## config.mk

```make
export PLATFORM = sky130hd
export DESIGN_NAME = ep0_ctl_stat_reg
export DESIGN_NICKNAME = d
export VERILOG_FILES = /design/src/rtl/ep0_csr_pkg.sv /design/src/rtl/ep0_flag_bit.sv /design/src/rtl/ep0_flag_ctrl.sv /design/src/rtl/ep0_irq_gen.sv /design/src/rtl/ep0_ctl_stat_reg.sv
export SDC_FILE = /design/constraint.sdc
export NUM_CORES = 1
export LEC_CHECK = 0
export BUFFER_PORTS_ARGS = -buffer_cell sky130_fd_sc_hd__buf_2
export CORE_AREA = 2 2 39 41
export DETAILED_ROUTE_END_ITERATION = 10
export DIE_AREA = 0 0 41 43
export GPL_ROUTABILITY_DRIVEN = 0
export PLACE_DENSITY_LB_ADDON = 0.15
export REMOVE_ABC_BUFFERS = 1
export SYNTH_ARGS = -nofsm -noshare
export SYNTH_HDL_FRONTEND = slang
export SYNTH_SLANG_ARGS = --single-unit
```

## constraint.sdc

```tcl
create_clock -name clk -period 0.8 [get_ports clk]
set_input_delay 0.12 -clock clk [delete_from_list [all_inputs] [get_ports clk]]
set_output_delay 0.12 -clock clk [all_outputs]
set_load 0.03 [all_outputs]
```

## src/rtl/ep0_csr_pkg.sv

```systemverilog
package ep0_csr_pkg;
   // bit positions software decodes
   localparam int BIT_OUT_RDY   = 0;
   localparam int BIT_IN_RDY    = 1;
   localparam int BIT_SENT_STL  = 2;
   localparam int BIT_DATA_END  = 3;
   localparam int BIT_SETUP_END = 4;
   localparam int BIT_SEND_STL  = 5;
   localparam int BIT_SVC_OUT   = 6;
   localparam int BIT_SVC_SETUP = 7;
   localparam int NUM_FLAGS     = 6;

   typedef struct packed {
      logic setup_end;
      logic out_ready;
      logic in_sent;
      logic stall_sent;
      logic data_end_clr;
   } usb_ev_t;
endpackage

```

## src/rtl/ep0_flag_bit.sv

```systemverilog
module ep0_flag_bit #(
   parameter bit SET_WINS = 1'b1
) (
   input  logic clk,
   input  logic rst_n,
   input  logic set_i,
   input  logic clr_i,
   output logic q_o
);
   logic q_r;

   generate
      if (SET_WINS) begin : g_set_pri
         always_ff @(posedge clk) begin
            if (!rst_n)     q_r <= 1'b0;
            else if (set_i) q_r <= 1'b1;
            else if (clr_i) q_r <= 1'b0;
         end
      end else begin : g_clr_pri
         always_ff @(posedge clk) begin
            if (!rst_n)     q_r <= 1'b0;
            else if (clr_i) q_r <= 1'b0;
            else if (set_i) q_r <= 1'b1;
         end
      end
   endgenerate

   assign q_o = q_r;
endmodule

```

## src/rtl/ep0_flag_ctrl.sv

```systemverilog
module ep0_flag_ctrl
   import ep0_csr_pkg::*;
#(
   parameter int REG_W = 8
) (
   input  logic                 wr_en,
   input  logic [REG_W-1:0]     wr_data,
   input  usb_ev_t              ev,
   output logic [NUM_FLAGS-1:0] set_o,
   output logic [NUM_FLAGS-1:0] clr_o
);
   always_comb begin
      set_o = '0;
      clr_o = '0;
      set_o[BIT_OUT_RDY]   = ev.out_ready;
      clr_o[BIT_OUT_RDY]   = wr_en & wr_data[BIT_SVC_OUT];
      set_o[BIT_IN_RDY]    = wr_en & wr_data[BIT_IN_RDY];
      clr_o[BIT_IN_RDY]    = ev.in_sent;
      set_o[BIT_SENT_STL]  = ev.stall_sent;
      clr_o[BIT_SENT_STL]  = wr_en & ~wr_data[BIT_SENT_STL];
      set_o[BIT_DATA_END]  = wr_en & wr_data[BIT_DATA_END];
      clr_o[BIT_DATA_END]  = ev.data_end_clr;
      set_o[BIT_SETUP_END] = ev.setup_end;
      clr_o[BIT_SETUP_END] = wr_en & wr_data[BIT_SVC_SETUP];
      set_o[BIT_SEND_STL]  = wr_en & wr_data[BIT_SEND_STL];
      clr_o[BIT_SEND_STL]  = wr_en & ~wr_data[BIT_SEND_STL];
   end
endmodule

```

## src/rtl/ep0_irq_gen.sv

```systemverilog
module ep0_irq_gen
   import ep0_csr_pkg::*;
#(
   parameter bit IRQ_REGISTERED = 1'b1
) (
   input  logic    clk,
   input  logic    rst_n,
   input  usb_ev_t ev,
   input  logic    in_rdy_q,
   input  logic    irq_ack,
   output logic    irq_pulse,
   output logic    irq_pending,
   output logic    fifo_flush
);
   logic irq_raw;
   logic pend_r;
   logic flush_r;

   assign irq_raw = ev.setup_end | ev.out_ready | ev.stall_sent
                  | (ev.in_sent & in_rdy_q);

   generate
      if (IRQ_REGISTERED) begin : g_reg_irq
         logic pulse_r;
         always_ff @(posedge clk) begin
            if (!rst_n) pulse_r <= 1'b0;
            else        pulse_r <= irq_raw;
         end
         assign irq_pulse = pulse_r;
      end else begin : g_comb_irq
         assign irq_pulse = irq_raw;
      end
   endgenerate

   always_ff @(posedge clk) begin
      if (!rst_n) begin
         pend_r  <= 1'b0;
         flush_r <= 1'b0;
      end else begin
         flush_r <= ev.setup_end;
         if (irq_pulse)    pend_r <= 1'b1;
         else if (irq_ack) pend_r <= 1'b0;
      end
   end

   assign irq_pending = pend_r;
   assign fifo_flush  = flush_r;
endmodule

```

## src/rtl/ep0_ctl_stat_reg.sv

```systemverilog
module ep0_ctl_stat_reg
   import ep0_csr_pkg::*;
#(
   parameter int REG_W          = 8,
   parameter bit SET_WINS       = 1'b1,
   parameter bit IRQ_REGISTERED = 1'b1
) (
   input  logic             clk,
   input  logic             rst_n,
   input  logic             wr_en,
   input  logic [REG_W-1:0] wr_data,
   output logic [REG_W-1:0] rd_data,
   input  logic             ev_setup_end,
   input  logic             ev_out_ready,
   input  logic             ev_in_sent,
   input  logic             ev_stall_sent,
   input  logic             ev_data_end_clr,
   input  logic             irq_ack,
   output logic             irq_pulse,
   output logic             irq_pending,
   output logic             fifo_flush,
   output logic             fifo_access_bad,
   output logic             stall_handshake
);
   localparam int PAD_W = REG_W - NUM_FLAGS;

   generate
      if (REG_W < 8) begin : g_bad_width
         $error("ep0_ctl_stat_reg: REG_W must be at least 8");
      end
   endgenerate

   usb_ev_t              ev;
   logic [NUM_FLAGS-1:0] set_v;
   logic [NUM_FLAGS-1:0] clr_v;
   logic [NUM_FLAGS-1:0] flags_q;

   assign ev = '{setup_end:    ev_setup_end,
                 out_ready:    ev_out_ready,
                 in_sent:      ev_in_sent,
                 stall_sent:   ev_stall_sent,
                 data_end_clr: ev_data_end_clr};

   ep0_flag_ctrl #(.REG_W(REG_W)) ctrl_i (
      .wr_en   (wr_en),
      .wr_data (wr_data),
      .ev      (ev),
      .set_o   (set_v),
      .clr_o   (clr_v)
   );

   genvar gi;
   generate
      for (gi = 0; gi < NUM_FLAGS; gi++) begin : g_flag
         ep0_flag_bit #(.SET_WINS(SET_WINS)) bit_i (
            .clk   (clk),
            .rst_n (rst_n),
            .set_i (set_v[gi]),
            .clr_i (clr_v[gi]),
            .q_o   (flags_q[gi])
         );
      end
   endgenerate

   ep0_irq_gen #(.IRQ_REGISTERED(IRQ_REGISTERED)) irq_i (
      .clk         (clk),
      .rst_n       (rst_n),
      .ev          (ev),
      .in_rdy_q    (flags_q[BIT_IN_RDY]),
      .irq_ack     (irq_ack),
      .irq_pulse   (irq_pulse),
      .irq_pending (irq_pending),
      .fifo_flush  (fifo_flush)
   );

   assign rd_data         = {{PAD_W{1'b0}}, flags_q};
   assign fifo_access_bad = flags_q[BIT_SETUP_END];
   assign stall_handshake = flags_q[BIT_SEND_STL];
endmodule

```

==> metrics <==
initial antenna violation count=0; PD cells=1890 nW/µm²; final hold violations=0; nets@finish=80; CTS tree=done; RSZ-0062 raised after global routing=yes; Setup Viol. Count Final=12; WL per Instance=9.46 µm; die area=1760 µm²; Initial Util=27.8%; clock sinks=9; HP Class=in2reg; Synth Instances=40; Post-Syn Area=384 µm²; Critical R2R Capture=irq_i.irq_pulse$_SDFF_PN0_; Crit Path Class=reg2out; leak pwr=0.270 nW; crit path DAT=0.75 ns; Die X-Extent=41 µm; combinational share of power=22.4%; net switching power=0.304 mW; DP Worst Slack=-0.00301 ns; Worst setup EP type=output pin; DP Area=473 µm²; run status=finished with violations; Reg-to-Reg Start=g_flag[1].bit_i.q_o$_SDFFE_PN0P_; vias in the first global route=304; worst setup margin=-0.0678 ns; first-pass iteration count of the detailed router=2; grt ovf=0; max capacitance violation total=0; GRT Total Usage=10.8%; Ys Warns=0; maximum clock rate=1150 MHz; area leader, netlist=dfxtp_1; slowest stage delay, CP=0.36 ns; maximum clock path buffer count=2; worst-path cell chain=buf_6; vias per inst=4.29; pin count of the biggest net entering global routing=10; CP bufs+invs=1; placed cells=74; ranking of synthesized cells by area=dfxtp_1, buf_4, nor2b_1; failing checks=setup timing; Final ANT Viol Nets=0; Port Buffers=25; fin crit period=0.868 ns; initial drt markers=1; Seq pwr share=46.3%; final design area excluding fillers=579 µm²; FILL cells=148; # diodes=0; Reg area=191 µm²; CTS H-tree lvls=1; hold buffers post-CTS=0; Setup Fix Bufs, Post-CTS=0; clk_skew=0.000117 ns; layout cells sized above 1=61.3%; crit share post-route=108%; root buffer cell=clkbuf_4; worst hold slack=0.114 ns; DRC=0; cts bufs inserted=3; Power, Total=1.09 mW; Core Area=1380 µm²; number of core rows=14; Hold Crit Depth=3; critical path startpoint category=flip-flop; Post-Route Utilization=41.9%; area delta synth->final=50.8%; sequential area share after synthesis=46.9%; synth unique cells=12; I/O pins=30; Power Internal=0.790 mW; Worst R2R Setup Slack=-0.01 ns; FF-to-FF path depth=2; worst-skew pair later-pin latency=0.25 ns; Clk network pwr share=31.3%; vias post-DR=335; setup_tns=-0.486 ns; Worst Hold End=g_flag[3].bit_i.q_o$_SDFFE_PN0P_; fin cells=78; VDD IR max=0.725 mV; WL final=738 µm; combined area of the multi-input logic cells=148 µm²; Slew Viols, Final=0; Switching Fraction=27.8%; Die Span Y=43 µm; syn_area_per_cell=9.60 µm²; first-pass GRT wire length=1210 µm; clock-pin slew on the worst setup and hold paths=0.06 ns; CP max FO=3; Critical-path top delay cell=dfxtp_2; critical path's top delay family=flip-flops; number of synthesized register bits=9; Yosys top cell area share=46.9%; Hold Crit Start=wr_data[3]; CP required=0.68 ns
## what timing repair did
action	CTS	global route
resized for setup	31	0
setup endpoints to repair	12	12
cloned	0	0
## power groups by stage
stage | combinational, mW | sequential, mW | clock (mW)
after floorplan | 0.0502 | 0.573 | 0
after global placement | 0.205 | 0.501 | 0
after CTS | 0.247 | 0.506 | 0.366
after global routing | 0.266 | 0.510 | 0.382
after detailed placement | 0.206 | 0.501 | 0
final | 0.245 | 0.506 | 0.342
## per-layer routing
metal	routed length [µm]	vias to the layer above	global-route usage, %	part of all wire, %
met4	0	0	4.00	0
met3	87	0	8.38	12
met1	296	152	11.7	40
met2	354	20	15.3	48
met5	0	-	0	0
li1	-	163	-	-
## state kept, by name, indices dropped and copies added (netlist names)
signal,count
irq_i.irq_pending,1
irq_i.irq_pulse,1
irq_i.fifo_flush,1
g_flag.bit_i.q_o,6
## cells in the mapped netlist (all sizes together)
library cell / instances
a2111oi: 1
a21boi: 2
a21oi: 3
and2: 1
buf: 8
conb: 1
dfxtp: 9
mux2i: 1
nand2: 4
nand2b: 3
nor2b: 6
o21a: 1
## placed cells by master (no fill, tap or decap), drive strengths merged
| cell type | netlist | routed |
|---|---|---|
| buf | 8 | 25 |
| a2111oi | 1 | 1 |
| nand2 | 4 | 4 |
| o21a | 1 | 1 |
| conb | 1 | 2 |
| a21oi | 3 | 3 |
| nor2b | 6 | 6 |
| mux2i | 1 | 1 |
| dfxtp | 9 | 9 |
| nand2b | 3 | 3 |
| clkbuf | 0 | 4 |
| a21boi | 2 | 2 |
| and2 | 1 | 1 |
## how the worst max path moves through the flow
| stage | start | endpoint | depth (start not counted) |
|---|---|---|---|
| 2_1_floorplan | g_flag[5].bit_i.q_o$_SDFFE_PN0P_ | g_flag[5].bit_i.q_o$_SDFFE_PN0P_ | 2 |
| 3_3_place_gp | g_flag[1].bit_i.q_o$_SDFFE_PN0P_ | irq_i.irq_pulse$_SDFF_PN0_ | 2 |
| 3_5_place_dp | g_flag[1].bit_i.q_o$_SDFFE_PN0P_ | irq_i.irq_pulse$_SDFF_PN0_ | 2 |
| 4_1_cts | g_flag[4].bit_i.q_o$_SDFFE_PN0P_ | fifo_access_bad | 1 |
| 5_1_grt | g_flag[4].bit_i.q_o$_SDFFE_PN0P_ | fifo_access_bad | 1 |
| 6_report | g_flag[4].bit_i.q_o$_SDFFE_PN0P_ | fifo_access_bad | 1 |
## kinds of logic after synthesis
| group | after synthesis | share of synthesized area (%) |
|---|---|---|
| flops | 9 | 46.9 |
| mux | 1 | 2.61 |
| simple gates | 14 | 20.2 |
| buf+inv | 8 | 15.6 |
| other cells | 1 | 0.976 |
| compound gates | 7 | 13.7 |
## area by class of cell
cell class,count,area share [%]
repair buffers,25,33.5
flip-flops and latches,9,33.0
multi-input cells,24,25.5
clock buffers,4,4.54
well taps,16,3.46
Power figures use the tool's default switching activity.
